<file path="config.mk">
export PLATFORM = sky130hd
export DESIGN_NAME = rtc_bcd_core
export DESIGN_NICKNAME = d
export VERILOG_FILES = /design/src/rtl/rtc_pkg.sv /design/src/rtl/rtc_prescaler.sv /design/src/rtl/rtc_timechain.sv /design/src/rtl/rtc_xfer.sv /design/src/rtl/rtc_bcd_core.sv
export SDC_FILE = /design/constraint.sdc
export NUM_CORES = 1
export LEC_CHECK = 0
export BUFFER_PORTS_ARGS = -buffer_cell sky130_fd_sc_hd__buf_2
export CAP_MARGIN = 5
export CORE_ASPECT_RATIO = 0.9
export CORE_MARGIN = 10
export CORE_UTILIZATION = 33
export CTS_CLUSTER_SIZE = 8
export DETAILED_ROUTE_END_ITERATION = 7
export PLACE_DENSITY_LB_ADDON = 0.15
export REMOVE_ABC_BUFFERS = 1
export SKIP_LAST_GASP = 1
export SYNTH_ARGS = -nofsm -noshare
export SYNTH_HDL_FRONTEND = slang
export SYNTH_HIERARCHICAL = 1
export SYNTH_SLANG_ARGS = --single-unit
</file>
<file path="constraint.sdc">
create_clock -name clk -period 14.1 [get_ports clk]
set_input_delay 2.82 -clock clk [delete_from_list [all_inputs] [get_ports clk]]
set_output_delay 2.82 -clock clk [all_outputs]
set_load 0.02 [all_outputs]
</file>
<file path="src/rtl/rtc_pkg.sv">
package rtc_pkg;
  localparam int unsigned NREG   = 10;
  localparam int unsigned AW     = 4;
  localparam logic [6:0]  DEV_ID = 7'h68;

  typedef struct packed {
    logic       stop;
    logic       cen_en;
    logic       cent;
    logic       outb;
    logic [5:0] cal;
    logic [7:0] sec;
    logic [7:0] min;
    logic [7:0] hr;
    logic [7:0] day;
    logic [7:0] date;
    logic [7:0] mon;
    logic [7:0] yr;
  } rtc_time_t;

  function automatic logic [7:0] bcd_inc(input logic [7:0] v);
    if (v[3:0] == 4'd9) return {v[7:4] + 4'd1, 4'd0};
    return {v[7:4], v[3:0] + 4'd1};
  endfunction

  function automatic logic is_leap(input logic [7:0] y);
    if (y[4]) return (y[3:0] == 4'd2) || (y[3:0] == 4'd6);
    return (y[3:0] == 4'd0) || (y[3:0] == 4'd4) || (y[3:0] == 4'd8);
  endfunction

  function automatic logic [7:0] month_len(input logic [7:0] m, input logic [7:0] y);
    case (m)
      8'h02:                      return is_leap(y) ? 8'h29 : 8'h28;
      8'h04, 8'h06, 8'h09, 8'h11: return 8'h30;
      default:                    return 8'h31;
    endcase
  endfunction
endpackage

</file>
<file path="src/rtl/rtc_prescaler.sv">
module rtc_prescaler #(
  parameter int unsigned DIV = 32768
) (
  input  logic clk,
  input  logic rst_n,
  input  logic tick,
  input  logic halt,
  input  logic clr,
  output logic pulse
);
  localparam int unsigned PW = (DIV > 1) ? $clog2(DIV) : 1;
  localparam logic [PW-1:0] LAST = PW'(DIV - 1);

  logic [PW-1:0] cnt_q, cnt_d;

  assign pulse = tick && !halt && !clr && (cnt_q == LAST);

  always_comb begin
    cnt_d = cnt_q;
    if (clr)                cnt_d = '0;
    else if (tick && !halt) cnt_d = (cnt_q == LAST) ? '0 : cnt_q + 1'b1;
  end

  always_ff @(posedge clk or negedge rst_n) begin
    if (!rst_n) cnt_q <= '0;
    else        cnt_q <= cnt_d;
  end

  // a restart never lets a step through on the following cycle
  a_r11_clear_restarts: assert property (@(posedge clk) disable iff (!rst_n)
    clr |=> !pulse);
endmodule

</file>
<file path="src/rtl/rtc_timechain.sv">
module rtc_timechain
  import rtc_pkg::*;
(
  input  logic                       clk,
  input  logic                       rst_n,
  input  logic                       sec_pulse,
  input  logic [NREG-1:0]            ld_mask,
  input  logic [NREG-1:0][7:0]       ld_byte,
  output logic [NREG-1:0][7:0]       img,
  output logic                       stop,
  output logic                       outb
);
  localparam rtc_time_t RST_TIME = '{stop: 1'b0, cen_en: 1'b0, cent: 1'b0, outb: 1'b0,
                                     cal: 6'h00, sec: 8'h00, min: 8'h00, hr: 8'h00,
                                     day: 8'h01, date: 8'h01, mon: 8'h01, yr: 8'h00};

  rtc_time_t cur, nx;
  logic c_sec, c_min, c_hr, c_date, c_mon, c_yr;
  logic unused_bits;

  assign c_sec  = cur.sec == 8'h59;
  assign c_min  = c_sec && (cur.min == 8'h59);
  assign c_hr   = c_min && (cur.hr == 8'h23);
  assign c_date = c_hr && (cur.date == month_len(cur.mon, cur.yr));
  assign c_mon  = c_date && (cur.mon == 8'h12);
  assign c_yr   = c_mon && (cur.yr == 8'h99);

  always_comb begin
    nx = cur;
    if (sec_pulse) begin
      nx.sec = c_sec ? 8'h00 : bcd_inc(cur.sec);
      if (c_sec) nx.min = c_min ? 8'h00 : bcd_inc(cur.min);
      if (c_min) nx.hr  = c_hr  ? 8'h00 : bcd_inc(cur.hr);
      if (c_hr) begin
        nx.day  = (cur.day == 8'h07) ? 8'h01 : cur.day + 8'd1;
        nx.date = c_date ? 8'h01 : bcd_inc(cur.date);
      end
      if (c_date) nx.mon = c_mon ? 8'h01 : bcd_inc(cur.mon);
      if (c_mon)  nx.yr  = c_yr  ? 8'h00 : bcd_inc(cur.yr);
      if (c_yr && cur.cen_en) nx.cent = ~cur.cent;
    end
    if (ld_mask[0]) begin nx.stop = ld_byte[0][7]; nx.sec = {1'b0, ld_byte[0][6:0]}; end
    if (ld_mask[1]) nx.min = {1'b0, ld_byte[1][6:0]};
    if (ld_mask[2]) begin
      nx.cen_en = ld_byte[2][7];
      nx.cent   = ld_byte[2][6];
      nx.hr     = {2'b0, ld_byte[2][5:0]};
    end
    if (ld_mask[3]) nx.day  = {5'b0, ld_byte[3][2:0]};
    if (ld_mask[4]) nx.date = {2'b0, ld_byte[4][5:0]};
    if (ld_mask[5]) nx.mon  = {3'b0, ld_byte[5][4:0]};
    if (ld_mask[6]) nx.yr   = ld_byte[6];
    if (ld_mask[8]) begin nx.outb = ld_byte[8][7]; nx.cal = ld_byte[8][5:0]; end
  end

  always_ff @(posedge clk or negedge rst_n) begin
    if (!rst_n) cur <= RST_TIME;
    else        cur <= nx;
  end

  assign img[0] = {cur.stop, cur.sec[6:0]};
  assign img[1] = {1'b0, cur.min[6:0]};
  assign img[2] = {cur.cen_en, cur.cent, cur.hr[5:0]};
  assign img[3] = {5'b0, cur.day[2:0]};
  assign img[4] = {2'b0, cur.date[5:0]};
  assign img[5] = {3'b0, cur.mon[4:0]};
  assign img[6] = cur.yr;
  assign img[7] = 8'h00;
  assign img[8] = {cur.outb, 1'b0, cur.cal};
  assign img[9] = 8'h00;
  assign stop   = cur.stop;
  assign outb   = cur.outb;

  assign unused_bits = ^{ld_mask[7], ld_mask[9], ld_byte[7], ld_byte[9], ld_byte[1][7],
                         ld_byte[3][7:3], ld_byte[4][7:6], ld_byte[5][7:5], ld_byte[8][6],
                         cur.sec[7], cur.min[7], cur.hr[7:6], cur.day[7:3],
                         cur.date[7:6], cur.mon[7:5]};

  // a stopped chain keeps its seconds unless software writes them
  a_r3_stop_freezes: assert property (@(posedge clk) disable iff (!rst_n)
    (cur.stop && !ld_mask[0]) |=> $stable(cur.sec));
  // a step at 59 seconds lands on 00
  a_r4_sec_wrap: assert property (@(posedge clk) disable iff (!rst_n)
    (sec_pulse && (cur.sec == 8'h59) && !ld_mask[0]) |=> (cur.sec == 8'h00));
  // the century bit moves only on an enabled 99->00 year step or a write
  a_r7_century_hold: assert property (@(posedge clk) disable iff (!rst_n)
    (!ld_mask[2] && !(sec_pulse && cur.cen_en && (cur.yr == 8'h99))) |=> $stable(cur.cent));
endmodule

</file>
<file path="src/rtl/rtc_xfer.sv">
module rtc_xfer
  import rtc_pkg::*;
(
  input  logic                 clk,
  input  logic                 rst_n,
  input  logic                 xfer_begin,
  input  logic [6:0]           xfer_dev,
  input  logic                 xfer_read,
  input  logic [AW-1:0]        xfer_addr,
  input  logic                 byte_wr,
  input  logic [7:0]           byte_wdata,
  input  logic                 byte_rd,
  input  logic                 xfer_end,
  input  logic [NREG-1:0][7:0] img,
  output logic [7:0]           rdata,
  output logic [NREG-1:0][7:0] ld_byte,
  output logic [NREG-1:0]      ld_mask
);
  localparam logic [AW-1:0] LAST = AW'(NREG - 1);

  logic                 act_q, act_d, rd_q, rd_d;
  logic [AW-1:0]        ptr_q, ptr_d, ptr_inc;
  logic [NREG-1:0][7:0] snap_q, snap_d, stage_q, stage_d;
  logic [NREG-1:0]      dirty_q, dirty_d;
  logic                 beg_ok;

  assign beg_ok  = xfer_begin && (xfer_dev == DEV_ID);
  assign ptr_inc = (ptr_q == LAST) ? '0 : ptr_q + 1'b1;

  always_comb begin
    act_d = act_q; rd_d = rd_q; ptr_d = ptr_q;
    snap_d = snap_q; stage_d = stage_q; dirty_d = dirty_q;
    if (beg_ok) begin
      act_d   = 1'b1;
      rd_d    = xfer_read;
      ptr_d   = (int'(xfer_addr) < NREG) ? xfer_addr : '0;
      dirty_d = '0;
      if (xfer_read) snap_d = img;
    end else if (act_q) begin
      if (xfer_end) begin
        act_d   = 1'b0;
        dirty_d = '0;
      end else if (rd_q && byte_rd) begin
        ptr_d = ptr_inc;
      end else if (!rd_q && byte_wr) begin
        stage_d[ptr_q] = byte_wdata;
        dirty_d[ptr_q] = 1'b1;
        ptr_d          = ptr_inc;
      end
    end
  end

  always_ff @(posedge clk or negedge rst_n) begin
    if (!rst_n) begin
      act_q <= 1'b0; rd_q <= 1'b0; ptr_q <= '0;
      snap_q <= '0; stage_q <= '0; dirty_q <= '0;
    end else begin
      act_q <= act_d; rd_q <= rd_d; ptr_q <= ptr_d;
      snap_q <= snap_d; stage_q <= stage_d; dirty_q <= dirty_d;
    end
  end

  assign rdata   = (act_q && rd_q) ? snap_q[ptr_q] : 8'h00;
  assign ld_byte = stage_q;
  assign ld_mask = (act_q && !rd_q && xfer_end && !beg_ok) ? dirty_q : '0;

  // the register pointer never leaves the ten-byte window
  a_r10_ptr_in_range: assert property (@(posedge clk) disable iff (!rst_n)
    int'(ptr_q) < NREG);
  // an open read burst keeps its captured image
  a_r8_snap_frozen: assert property (@(posedge clk) disable iff (!rst_n)
    (act_q && rd_q && !beg_ok) |=> $stable(snap_q));
endmodule

</file>
<file path="src/rtl/rtc_bcd_core.sv">
module rtc_bcd_core
  import rtc_pkg::*;
#(
  parameter int unsigned PRESC_DIV = 32768
) (
  input  logic       clk,
  input  logic       rst_n,
  input  logic       tick_32k,
  input  logic       xfer_begin,
  input  logic [6:0] xfer_dev,
  input  logic       xfer_read,
  input  logic [3:0] xfer_addr,
  input  logic       byte_wr,
  input  logic [7:0] byte_wdata,
  input  logic       byte_rd,
  input  logic       xfer_end,
  output logic [7:0] rdata,
  output logic       out_pin
);
  logic                 rst_meta, rst_sync;
  logic                 sec_pulse, stop;
  logic [NREG-1:0]      ld_mask;
  logic [NREG-1:0][7:0] ld_byte, img;

  always_ff @(posedge clk or negedge rst_n) begin
    if (!rst_n) begin rst_meta <= 1'b0; rst_sync <= 1'b0; end
    else        begin rst_meta <= 1'b1; rst_sync <= rst_meta; end
  end

  rtc_prescaler #(.DIV(PRESC_DIV)) u_presc (
    .clk(clk), .rst_n(rst_sync), .tick(tick_32k), .halt(stop),
    .clr(ld_mask[0]), .pulse(sec_pulse));

  rtc_timechain u_chain (
    .clk(clk), .rst_n(rst_sync), .sec_pulse(sec_pulse), .ld_mask(ld_mask),
    .ld_byte(ld_byte), .img(img), .stop(stop), .outb(out_pin));

  rtc_xfer u_xfer (
    .clk(clk), .rst_n(rst_sync), .xfer_begin(xfer_begin), .xfer_dev(xfer_dev),
    .xfer_read(xfer_read), .xfer_addr(xfer_addr), .byte_wr(byte_wr),
    .byte_wdata(byte_wdata), .byte_rd(byte_rd), .xfer_end(xfer_end),
    .img(img), .rdata(rdata), .ld_byte(ld_byte), .ld_mask(ld_mask));
endmodule

</file>
==> metrics.md <==
| Metric | Value |
|---|---|
| Outcome | `finished clean` |
| Hold Path Depth | `0` |
| Netlist Area Pre-Place | `0.0123 mm²` |
| I/O Buffers | `35` |
| Crit path from | `xfer_dev[1]` |
| TritonRoute pass-1 iters | `7` |
| Worst-path clk slew | `0.05 ns` |
| Vias in the first global route | `8024` |
| Post-route cell area | `about 0.013 mm²` |
| Setup TNS | `0 ns` |
| Peak supply drop | `59.0 µV` |
| Slew HR | `0.215` |
| Pleak | `6.13 nW` |
| WL per Instance | `slightly below 20 µm` |
| Register-to-Register Path Depth | `9` |
| CP Class | `in -> reg` |
| Flop-to-flop setup slack | `9.75 ns` |
| Pre-CTS WS | `between 6 and 7 ns` |
| Largest net degree at the start of global routing | `around 170` |
| Syn Inst Count | `1124` |
| Area after DPL | `0.0124 mm²` |
| CTS buffer count | `34` |
| Fill count | `3726` |
| Row count | `67` |
| CORE AREA | `around 0.037 mm²` |
| Final Setup Violations | `0` |
| IO Count | `36` |
| Crit path DAT | `7.56 ns` |
| Mean Syn Cell Area | `11.0 µm²` |
| CTS HTree Levels | `2` |
| PD cells | `115 mW/mm²` |
| Routed vias/inst | `5.10` |
| Worst-skew pair later-pin latency | `0.51 ns` |
| Hold crit path type | `reg -> reg` |
| Capturing point of the worst reg2reg path | `u_chain/img[48]$_DFFE_PN0P_` |
| Die ar. | `between 0.04 and 0.05 mm²` |
| FMAX | `0.139 GHz` |
| Period utilization | `0.510` |
| Slew Viols, Final | `0` |
| First-pass GRT wire length | `49.9 mm` |
| Setup Skew | `0.0175 ns` |
| NumNets Final | `1140` |
| Post_cts resized | `0` |
| GR Util All Layers | `0.139` |
| Initial antenna violation count | `2` |
| Unrepaired setup endpoints after global routing | `false` |
| Final GP Congestion | `0.793` |
| Synth warn | `6` |
| P&R area growth vs syn | `7.94%` |
| FF-to-FF Start | `u_xfer/rd_q$_DFFE_PN0P_` |
| Final Critical Period | `about 7.2 ns` |
| CTS tree | `built` |
| Worst Setup End Kind | `register` |
| Root Driver | `clkbuf_16` |
| Hold Buf Count CTS | `0` |
| Post-DP HPWL | `21.0 mm` |
| CP startpoint kind | `input port` |
| DRT antenna net count | `0` |
| Initial Utilization | `0.333` |
| Final Worst Setup Slack | `6.91 ns` |
| DRC violations left | `0` |
| Required @ worst endpoint | `between 10 and 15 ns` |
| Hold Violations, Final | `0` |
| Max Root-Sink Buffers | `3` |
| Total Wirelength | `31.3 mm` |
| Max-cap violations | `0` |
| GRT Residual Overflow | `0` |
| DR iter-0 viols | `~600` |
| Hold worst-path end | `rst_sync$_DFF_PN0_` |
| Clock sinks | `229` |
| Chip height | `between 200 and 250 µm` |
| Die Wd | `224 µm` |
| Hold Path Origin | `rst_meta$_DFF_PN0_` |
| Post-CTS setup buffer count | `0` |
| Fraction of layout cells with a size suffix above 1 | `0.234` |
| Worst Max-Slew Pin Slew | `1.17 ns` |
| Max FO, Critical Path | `26` |
| Vias | `8078` |
-- critical path, cell delays in order --
cell and delay, ns:
buf_2 0.11, nor4b_4 0.42, nand2_1 0.36, and4b_1 0.42
and2_1 0.19, buf_4 0.22, nor2_1 0.43, and2_1 0.55
nand3_1 0.75, a211oi_2 0.77, a21boi_0 0.18, o31a_1 0.31
-- metrics by stage --
stage / cells / hold WS [ns] / total power [mW] / util
5_1_grt: 1582 / 0.366 / 1.59 / 0.359
4_1_cts: 1582 / 0.353 / 1.55 / 0.359
3_3_place_gp: 1538 / 0.337 / 0.811 / 0.334
2_1_floorplan: 1015 / 0.331 / 0.771 / -
6_report: 1583 / 0.351 / 1.52 / 0.359
3_5_place_dp: 1538 / 0.343 / 0.811 / 0.334
-- cell type report --
type,count,area [µm²],area share
Antenna cell,1,2.50,0.000188
Clock buffer,43,906,0.0681
Timing Repair Buffer,40,225,0.0169
Inverter,26,97.6,0.00733
Multi-Input combinational cell,760,5720,0.430
Clock inverter,1,8.76,0.000658
Tap cell,483,604,0.0454
Sequential cell,229,5740,0.431
-- where the power goes --
part	switching [mW]	internal (mW)	total, mW
Sequential	0.0262	0.677	0.703
Combinational	0.0603	0.0343	0.0946
Clock	0.283	0.443	0.726
-- state kept, by name (all words and copies together), names as in the netlist --
name	cells
rst_meta	1
rst_sync	1
u_chain/cur	14
u_chain/img	50
u_chain/outb	1
u_chain/stop	1
u_presc/cnt_q	15
u_xfer/act_q	1
u_xfer/dirty_q	8
u_xfer/ld_byte	52
u_xfer/ptr_q	4
u_xfer/rd_q	1
u_xfer/snap_q	80
-- routing by layer --
metal,track usage,share of wire,vias up
met2,0.204,0.44,117
met1,0.203,0.51,4057
met3,0.0225,0.027,40
met5,0,0.00064,-
met4,0.0449,0.024,2
li1,-,-,3862
-- cells in the final DEF, fill, tap and decap left out, types with 17 or more instances in the layout --
cell       instances
nand2_1           82
mux2_4            31
clkbuf_16         35
a21oi_1           55
nor2_1            44
mux2_2           112
ha_1              22
inv_1             26
conb_1            29
buf_2             35
nand3_1           35
nor3_1            24
o21ai_0           52
mux2i_1           36
dfrtp_1          224
a22oi_1           17
-- worst max path at each step --
| stage | slack, ns | cells after the start | end |
|---|---|---|---|
| finish | 6.91 | 12 | u_chain/img[48]$_DFFE_PN0P_ |
| global route | 6.45 | 12 | u_chain/img[48]$_DFFE_PN0P_ |
| global placement | 6.46 | 12 | u_chain/img[48]$_DFFE_PN0P_ |
| detailed placement | 6.41 | 12 | u_chain/img[48]$_DFFE_PN0P_ |
| CTS | 6.91 | 12 | u_chain/img[48]$_DFFE_PN0P_ |
| floorplan | 7.25 | 0 | u_chain/cur[13]$_DFFE_PN0P_ |
Power figures use the tool's default switching activity.
